===== src/rtl/pcitd_pkg.sv =====
// Package: shared types and command classification for the PCI target
// address decoder. Assumes the standard PCI command nibble coding.
package pcitd_pkg;

    typedef enum logic [1:0] {
        SP_NONE = 2'd0,
        SP_MEM  = 2'd1,
        SP_IO   = 2'd2,
        SP_CFG  = 2'd3
    } space_e;

    // Memory commands: read, write, read multiple, read line, write+invalidate
    function automatic logic cmd_is_mem(input logic [3:0] c);
        return (c == 4'h6) || (c == 4'h7) || (c == 4'hC) ||
               (c == 4'hE) || (c == 4'hF);
    endfunction

    // Memory read flavours, the only ones allowed to use wrap order
    function automatic logic cmd_is_mem_rd(input logic [3:0] c);
        return (c == 4'h6) || (c == 4'hC) || (c == 4'hE);
    endfunction

    function automatic logic cmd_is_io(input logic [3:0] c);
        return (c == 4'h2) || (c == 4'h3);
    endfunction

    function automatic logic cmd_is_cfg(input logic [3:0] c);
        return c[3:1] == 3'b101;
    endfunction

endpackage


===== src/rtl/pcitd_space_decode.sv =====
// Module: pcitd_space_decode
// Combinational claim decision for one address phase. It classifies the
// command, compares the address with the memory and I/O windows (inclusive
// bounds) and flags wrap order for memory reads with low bits 10.
// Assumes the windows are stable while an address phase is decoded.
module pcitd_space_decode
    import pcitd_pkg::*;
#(
    parameter int AW = 32
) (
    input  logic [AW-1:0] ad,
    input  logic [3:0]    cmd,
    input  logic          idsel,
    input  logic [AW-1:0] mem_base,
    input  logic [AW-1:0] mem_limit,
    input  logic [AW-1:0] io_base,
    input  logic [AW-1:0] io_limit,
    output space_e        hit,
    output logic          wrap_req
);
    logic [AW-1:0] dw_byte;
    logic          mem_in, io_in;

    // Window compares: memory on the double-word address, I/O on the byte address
    always_comb begin
        dw_byte = {ad[AW-1:2], 2'b00};
        mem_in  = (dw_byte >= mem_base) && (dw_byte <= mem_limit);
        io_in   = (ad >= io_base) && (ad <= io_limit);
    end

    // Space selection by command class
    always_comb begin
        hit = SP_NONE;
        if (cmd_is_cfg(cmd)) begin
            if (idsel && (ad[1:0] == 2'b00)) hit = SP_CFG;
        end else if (cmd_is_mem(cmd)) begin
            if (mem_in) hit = SP_MEM;
        end else if (cmd_is_io(cmd)) begin
            if (io_in) hit = SP_IO;
        end
    end

    // Wrap order only for memory reads that ask for cache-line wrap
    always_comb wrap_req = cmd_is_mem_rd(cmd) && (ad[1:0] == 2'b10);

endmodule


===== src/rtl/pcitd_burst_ctr.sv =====
// Module: pcitd_burst_ctr
// Double-word burst address generator. It loads a start address, then
// advances once per completed beat, either linearly or wrapping within
// a cache line of LINE_DW double-words.
// Assumes LINE_DW is a power of two and at least 2.
module pcitd_burst_ctr #(
    parameter int DW_W    = 30,
    parameter int LINE_DW = 8
) (
    input  logic            clk,
    input  logic            rst_n,
    input  logic            load,
    input  logic [DW_W-1:0] start,
    input  logic            wrap_in,
    input  logic            step,
    output logic [DW_W-1:0] dw_addr
);
    localparam int LB = $clog2(LINE_DW);

    logic            wrap_q;
    logic [DW_W-1:0] nxt;

    // Next beat address in the selected order
    always_comb begin
        nxt = dw_addr + DW_W'(1);
        if (wrap_q) nxt = {dw_addr[DW_W-1:LB], dw_addr[LB-1:0] + LB'(1)};
    end

    // Address and order register; load has priority over step
    always_ff @(posedge clk) begin
        if (!rst_n) begin
            dw_addr <= '0;
            wrap_q  <= 1'b0;
        end else if (load) begin
            dw_addr <= start;
            wrap_q  <= wrap_in;
        end else if (step) begin
            dw_addr <= nxt;
        end
    end

    a_r5_linear_step: assert property (@(posedge clk) disable iff (!rst_n)
        (step && !load && !wrap_q) |=> (dw_addr == $past(dw_addr) + DW_W'(1)));

    a_r6_wrap_keeps_upper: assert property (@(posedge clk) disable iff (!rst_n)
        (step && !load && wrap_q) |=> (dw_addr[DW_W-1:LB] == $past(dw_addr[DW_W-1:LB])));

    a_r10_idle_holds: assert property (@(posedge clk) disable iff (!rst_n)
        (!step && !load) |=> $stable(dw_addr));

endmodule


===== src/rtl/pcitd_io_lane_chk.sv =====
// Module: pcitd_io_lane_chk
// Per-byte-lane range check for an I/O access. It flags any enabled lane
// (active-low enable) whose byte address lies outside the window.
// Assumes a 4-lane, 32-bit data path.
module pcitd_io_lane_chk #(
    parameter int AW    = 32,
    parameter int LANES = 4
) (
    input  logic [AW-1:0]    addr,
    input  logic [LANES-1:0] be_n,
    input  logic [AW-1:0]    lo,
    input  logic [AW-1:0]    hi,
    output logic             outside
);
    localparam int LW = $clog2(LANES);

    logic [LANES-1:0] lane_bad;

    for (genvar i = 0; i < LANES; i++) begin : g_lane
        logic [AW-1:0] lane_addr;
        // Byte address of this lane and its out-of-window flag
        always_comb begin
            lane_addr   = {addr[AW-1:LW], LW'(i)};
            lane_bad[i] = !be_n[i] && ((lane_addr < lo) || (lane_addr > hi));
        end
    end

    // Any bad lane spoils the whole access
    always_comb outside = |lane_bad;

endmodule


===== src/rtl/pci_tgt_addr_dec.sv =====
// Module: pci_tgt_addr_dec (top)
// Captures the address phase, registers the claim result and space,
// drives the configuration index and the burst double-word address, and
// raises a target-abort request for partly out-of-range I/O accesses.
// Assumes addr_phase marks exactly the address-phase cycle and that
// xfer_done only marks data-phase cycles.
module pci_tgt_addr_dec
    import pcitd_pkg::*;
#(
    parameter int LINE_DW = 8
) (
    input  logic        clk,
    input  logic        rst_n,
    input  logic [31:0] ad,
    input  logic [3:0]  cbe_n,
    input  logic        idsel,
    input  logic        addr_phase,
    input  logic        xfer_done,
    input  logic [31:0] mem_base,
    input  logic [31:0] mem_limit,
    input  logic [31:0] io_base,
    input  logic [31:0] io_limit,
    output logic        claim,
    output logic [1:0]  space,
    output logic [5:0]  cfg_index,
    output logic [29:0] burst_dw,
    output logic        abort_req
);
    localparam int AW   = 32;
    localparam int DW_W = AW - 2;

    space_e        hit, space_q;
    logic          wrap_req;
    logic [AW-1:0] io_addr_q;
    logic          io_outside;
    logic          burst_load, burst_step;

    pcitd_space_decode #(.AW(AW)) u_dec (
        .ad        (ad),
        .cmd       (cbe_n),
        .idsel     (idsel),
        .mem_base  (mem_base),
        .mem_limit (mem_limit),
        .io_base   (io_base),
        .io_limit  (io_limit),
        .hit       (hit),
        .wrap_req  (wrap_req)
    );

    // Registered claim, space, configuration index and I/O start address
    always_ff @(posedge clk) begin
        if (!rst_n) begin
            claim     <= 1'b0;
            space_q   <= SP_NONE;
            cfg_index <= '0;
            io_addr_q <= '0;
        end else if (addr_phase) begin
            claim     <= (hit != SP_NONE);
            space_q   <= hit;
            cfg_index <= (hit == SP_CFG) ? ad[7:2] : 6'd0;
            io_addr_q <= ad;
        end
    end

    // Burst counter control: load on a memory claim, step on memory beats
    always_comb begin
        burst_load = addr_phase && (hit == SP_MEM);
        burst_step = xfer_done && !addr_phase && claim && (space_q == SP_MEM);
    end

    pcitd_burst_ctr #(.DW_W(DW_W), .LINE_DW(LINE_DW)) u_burst (
        .clk     (clk),
        .rst_n   (rst_n),
        .load    (burst_load),
        .start   (ad[AW-1:2]),
        .wrap_in (wrap_req),
        .step    (burst_step),
        .dw_addr (burst_dw)
    );

    pcitd_io_lane_chk #(.AW(AW), .LANES(4)) u_io (
        .addr    (io_addr_q),
        .be_n    (cbe_n),
        .lo      (io_base),
        .hi      (io_limit),
        .outside (io_outside)
    );

    // Abort request only in the data phase of a claimed I/O access
    always_comb begin
        space     = space_q;
        abort_req = claim && (space_q == SP_IO) && !addr_phase && io_outside;
    end

    a_r2_cfg_needs_idsel: assert property (@(posedge clk) disable iff (!rst_n)
        (addr_phase && cmd_is_cfg(cbe_n) && !idsel) |=> !claim);

    a_r9_abort_only_io: assert property (@(posedge clk) disable iff (!rst_n)
        abort_req |-> (claim && space_q == SP_IO));

    a_r11_hold_between: assert property (@(posedge clk) disable iff (!rst_n)
        !addr_phase |=> ($stable(space_q) && $stable(claim) && $stable(cfg_index)));

    a_r11_claim_space_agree: assert property (@(posedge clk) disable iff (!rst_n)
        claim == (space_q != SP_NONE));

endmodule


===== config.mk =====
export PLATFORM = sky130hd
export DESIGN_NAME = pci_tgt_addr_dec
export DESIGN_NICKNAME = d
export VERILOG_FILES = /design/src/rtl/pcitd_pkg.sv /design/src/rtl/pcitd_space_decode.sv /design/src/rtl/pcitd_burst_ctr.sv /design/src/rtl/pcitd_io_lane_chk.sv /design/src/rtl/pci_tgt_addr_dec.sv
export SDC_FILE = /design/constraint.sdc
export NUM_CORES = 1
export LEC_CHECK = 0
export ABC_CLOCK_PERIOD_IN_PS = 5300
export BUFFER_PORTS_ARGS = -buffer_cell sky130_fd_sc_hd__buf_4
export CAP_MARGIN = 25
export CORE_AREA = 2 2 129 131
export DETAILED_ROUTE_END_ITERATION = 10
export DIE_AREA = 0 0 131 133
export HOLD_SLACK_MARGIN = 0.15
export PLACE_DENSITY = 0.77
export SETUP_SLACK_MARGIN = 0.5
export SLEW_MARGIN = 20
export SYNTH_ARGS = -nofsm -noshare
export SYNTH_HDL_FRONTEND = slang
export SYNTH_SLANG_ARGS = --single-unit

===== constraint.sdc =====
create_clock -name clk -period 5.3 [get_ports clk]
set_input_delay 0.265 -clock clk [delete_from_list [all_inputs] [get_ports clk]]
set_output_delay 0.265 -clock clk [all_outputs]
set_load 0.02 [all_outputs]

# == After elaboration in Yosys (flattened, before gate mapping) ==
# Index checks and enable logic that the tools add are counted.
# totals
n_memories,0
register_bits,72
out_inout_bits,40
latchBits,0
mem_bits_ro,0
ram_bits,0
# classes
n_mul,0
bitwise,0
n_lt_le_gt_ge,12
addsub,2
shift,0
reduce_logical,36
div,0
n_eq_ne,14
mux,10
# ops
operator,n
greater-than comparator 32 bit,4
less-than comparator 32 bit,4
2-to-1 mux 30 bit,3
greater-or-equal comparator 32 bit,2
<= comparator 32 bit,2
"adder 30 x 1 -> 30 bit, second input constant",1
logical AND 1 bit,15
"== test 4 bit, second input constant",3
logical OR 1 bit,11
2-to-1 mux 2 bit,5
"== test 4 x 2 -> 1 bit, second input constant",2
"== test 4 x 3 -> 1 bit, second input constant",2
"== test 2 bit, second input constant",3
2-to-1 mux 6 bit,1
logical NOT 1 bit,5
"== test 2 x 1 -> 1 bit, second input constant",2
nonzero test 2 bit,2
OR reduction 4 bit,1
"adder 3 x 1 -> 3 bit, second input constant",1
"== test 3 bit, second input constant",1
logical NOT 2 bit,1
"inequality test 2 bit, second input constant",1
AND reduction 2 bit,1
2-to-1 mux 1 bit,1

# == Longest topological paths before layout ==
# logic_depth
depth_word,11
ltp_mapped,11

# == Modules after synthesis ==
# A second synthesis with hierarchy kept.
# unflattened
cells_unflattened,1096
hier_area_um2,8471.9
# by_module_without_submodules
mod,area_per_inst_um2,n_inst,seq_area_each_um2,cells_per_inst
pcitd_space_decode,3164.3,1,0.0,452
pcitd_io_lane_chk,1840.5,1,0.0,258
pcitd_burst_ctr,1836.8,1,620.6,239
pci_tgt_addr_dec,1630.3,1,820.8,147

# == Worst setup path before layout ==
# Ideal clock, no wire load.
# synth_timing
path_type,in2reg
from,input port mem_limit[31]
to,register u_burst.dw_addr[0]
arrival_ns,2.518
required_ns,5.184
slack_ns,2.666
stages,10
path_buffers,1
setup_time_ns,0.116
cell_sequence,inv_1 -> ha_1 -> nand4_1 -> or3_4 -> nor4_2 -> a31oi_1 -> or4b_4 -> nand2b_4 -> buf_6 -> o211a_1
# synth_between
elab_chain_len,8
# synth_rtl
element,line_no,rtl
start: declaration,pci_tgt_addr_dec.sv:20,"input logic [31:0] mem_limit,"
<= comparator 32 bit (*),pcitd_space_decode.sv:27,mem_in = (dw_byte >= mem_base) && (dw_byte <= mem_limit);
logical AND 1 bit (*),pcitd_space_decode.sv:27,
2-to-1 mux 1 bit (*),pcitd_space_decode.sv:37,if (mem_in) hit = SP_MEM;
2-to-1 mux 2 bit (*),pcitd_space_decode.sv:36,end else if (cmd_is_mem(cmd)) begin
2-to-1 mux 2 bit (*),pcitd_space_decode.sv:34,if (cmd_is_cfg(cmd)) begin
== test 2 x 1 -> 1 bit (*),pci_tgt_addr_dec.sv:67,burst_load = addr_phase && (hit == SP_MEM);
logical AND 1 bit (*),pci_tgt_addr_dec.sv:67,
2-to-1 mux 30 bit or nonzero test 2 bit (tied branches),-,
end signal: assignment,pcitd_burst_ctr.sv:35,dw_addr <= start;
end signal: assignment,pcitd_burst_ctr.sv:38,dw_addr <= nxt;
end: declaration,pcitd_burst_ctr.sv:16,output logic [DW_W-1:0] dw_addr
# Mark *: on every way between the ends. The rest lies on a longest branch, timed or not.
# A chain may end at the register's enable or synchronous reset.

# == Final worst setup path ==
# layout_timing
from,register io_addr_q[23]
to,output port abort_req
# layout_between
elab_chain_len,5
# layout_rtl
element,line_no,rtl
start: declaration,pci_tgt_addr_dec.sv:34,logic [AW-1:0] io_addr_q;
start signal: assignment,pci_tgt_addr_dec.sv:56,io_addr_q <= '0;
start signal: assignment,pci_tgt_addr_dec.sv:61,io_addr_q <= ad;
less-than comparator 32 bit or greater-than comparator 32 bit (tied branches),pcitd_io_lane_chk.sv:24,lane_bad[i] = !be_n[i] && ((lane_addr < lo) || (lane_addr > hi));
logical OR 1 bit,pcitd_io_lane_chk.sv:24,
logical AND 1 bit,pcitd_io_lane_chk.sv:24,
OR reduction 4 bit (*),pcitd_io_lane_chk.sv:29,always_comb outside = |lane_bad;
logical AND 1 bit (*),pci_tgt_addr_dec.sv:92,abort_req = claim && (space_q == SP_IO) && !addr_phase && io_outside;
end: declaration,pci_tgt_addr_dec.sv:27,output logic abort_req
# Marks and branches as above.

==> flow_metrics.env <==
export IMPL_status="completed"
export IMPL_synth_distinct_cells=63
export IMPL_htree_levels=3
export IMPL_start_util=0.485
export IMPL_power_density_nw_per_um2=177
export IMPL_drtAntennaViolNets=0
export IMPL_sequentialPowerShare=0.329
export IMPL_layout_drive_gt1_share=0.210
export IMPL_seqCellArea_um2=1400
export IMPL_setup_slack_ns=1.99
export IMPL_die_x_um=131
export IMPL_ioPinCount=209
export IMPL_ys_flop_type="dfxtp_1"
export IMPL_synth_seq_cells=70
export IMPL_viasPerCell=5.62
export IMPL_syn_nets=1322
export IMPL_dieArea_um2=17400
export IMPL_wl_per_cell_um=17.3
export IMPL_synth_area_leader_cell="ha_1"
export IMPL_rsz0062_at_grt="no"
export IMPL_combPwrFrac=0.329
export IMPL_grt_ovfl_total=0
export IMPL_skew_ns=0.0117
export IMPL_async_reset_ff_frac=0
export IMPL_vias=7796
export IMPL_rr_worst_depth=8
export IMPL_drv_slew=0
export IMPL_worst_skew_pair_late_latency_ns=0.35
export IMPL_switching_share=0.338
export IMPL_ctsHoldBuffers=0
export IMPL_slew_headroom=0.305
export IMPL_diodes=0
export IMPL_cts_setup_buffers=0
export IMPL_fmax_mhz=302
export IMPL_die_y_um=133
export IMPL_leakagePower_nw=5.26
export IMPL_final_cell_mix="209 x buf_4, 187 x ha_1, 132 x inv_1"
export IMPL_cp_data_arrival_time_ns=3.04
export IMPL_cts_resized=0
export IMPL_hpwl_um=19200
export IMPL_clkPwrFrac=0.342
export IMPL_synth_area_leaders="ha_1 30%, dfxtp_1 18%, inv_1 6.3%"
export IMPL_final_period_utilization=0.624
export IMPL_p_total_mw=1.75
export IMPL_yosysTopAreaCellShare=0.298
export IMPL_drc=0
export IMPL_clock_path_buffers=2
export IMPL_clock_sinks=70
export IMPL_final_common_cell="buf_4"
export IMPL_clkTransAtPathRegs_ns=0.07
export IMPL_antenna_found_initial=0
export IMPL_nets=1519
export IMPL_ys_seq_area_frac=0.179
export IMPL_grt_pass1_wl_um=38100
export IMPL_intPower_mw=1.16
export IMPL_routed_wl_um=23900
export IMPL_min_period_ns=3.31
export IMPL_cts_tree="yes"
export IMPL_critPathLaunchType="flip-flop"
export IMPL_rows=47
export IMPL_hold_violations=0
export IMPL_tightest_slew_ns=1.04
export IMPL_endpoint_kind="output pin"
export IMPL_cts_buffers=9
export IMPL_critical_path_class="reg2out"
export IMPL_worstPathMaxFanout=6
export IMPL_p_switching_uw=591
export IMPL_firstDrtPassIters=6
export IMPL_dp_slack_ns=1.86
export IMPL_fin_hold_ws_ns=0.225
export IMPL_vdd_drop_max_uv=160
export IMPL_hold_depth=3
export IMPL_synthCells=966
export IMPL_hp_class="in2reg"
export IMPL_grt_usage=0.279
export IMPL_grt_pass1_vias=7778
export IMPL_synth_edf_count=0
export IMPL_cp_required_ns=5.04
export IMPL_final_cells=1388
export IMPL_grt_max_degree=51
export IMPL_setup_viol=0
export IMPL_core_region_area_um2=16200
export IMPL_root_buffer="clkbuf_16"
export IMPL_drv_cap=0
export IMPL_drt_first_iter_violations=412
export IMPL_dp_cells=1372
export IMPL_syn_avg_cell_area_um2=8.12
export IMPL_multi_input_area_um2=5830
export IMPL_syn_area_um2=7840
export IMPL_n_fill_cell=1496
export IMPL_setup_tns_ns=0
export IMPL_gp_congestion=0.901
export IMPL_io_buffers=208
export IMPL_area_delta_synth_final_pct=25.7
export IMPL_ys_warn_count=0
-- cell usage after synthesis (all sizes together) (3+ instances only) --
cell type	number
a21oi	86
clkbuf	13
xor2	12
and4	5
ha	187
nand2	64
nor2	54
o211ai	6
o211a	18
mux2i	34
nand4	27
a21o	24
nor4	7
nor2b	9
xnor2	17
a31oi	4
o21bai	4
inv	133
a211oi	20
o21a	4
a22oi	3
dfxtp	70
nand2b	10
nand3	28
o21ai	46
nor3	24
a2111oi	5
and3	10
buf	10
-- path summary, 6_finish.rpt --
kind                         end  slack [ns]           from
max                    abort_req        1.99  io_addr_q[23]
min reg2reg         cfg_index[1]        0.48   cfg_index[1]
min          u_burst.dw_addr[11]        0.22         ad[13]
max reg2reg  u_burst.dw_addr[24]        2.37          claim
-- power by group through the flow --
| stage | clock network, mW | registers (mW) | logic (mW) |
|---|---|---|---|
| 6_report | 0.599 | 0.576 | 0.576 |
| 5_1_grt | 0.624 | 0.579 | 0.648 |
| 4_1_cts | 0.601 | 0.575 | 0.574 |
| 3_5_place_dp | 0 | 0.586 | 0.569 |
| 3_3_place_gp | 0 | 0.586 | 0.554 |
| 2_1_floorplan | 0 | 0.592 | 0.324 |
-- cell families after synthesis --
logic type               count (synthesis)  synth area share
flip-flops                              70             0.179
adder cells (fa/ha/maj)                187             0.298
buffers and inverters                  156            0.0778
XOR/XNOR                                29            0.0324
multiplexers                            34            0.0434
AND/OR/NAND/NOR                        251             0.162
AO/OA/AOI/OAI                          239             0.207
-- sequential cells by signal, indices dropped and copies added, names as in the netlist --
signal           count
cfg_index            6
claim                1
u_burst.wrap_q       1
u_burst.dw_addr     30
io_addr_q           30
space                2
-- per-layer routing --
metal | track usage | up-vias | routed length (um)
li1 | - | 3873 | -
met1 | 0.357 | 3621 | 10400
met2 | 0.472 | 257 | 11400
met3 | 0.0429 | 45 | 1460
met4 | 0.0999 | 0 | 666
met5 | 0 | - | 0
-- worst max-delay path, stage by stage, from the launching register on --
cell	delay (ns)
dfxtp_1	0.33
ha_1	0.31
nand4_1	0.18
nor4_1	0.37
nand2_1	0.15
nor3_1	0.54
a31o_2	0.24
a22oi_1	0.08
o22ai_1	0.16
a41oi_1	0.13
buf_4	0.18
-- cell type report --
type,count,area share
tap,220,0.0279
clock inverter,5,0.00343
multi-input combinational,740,0.591
inverter,133,0.0506
clock buffer,11,0.0256
sequential,70,0.142
timing repair buffer,209,0.159
-- per-stage QoR --
step	utilization	cell area, um^2
CTS	0.610	9860
global route	0.610	9860
detailed placement	0.592	9580
floorplan	-	7840
finish	0.610	9860
global placement	0.592	9580
Power figures use the tool's default switching activity.
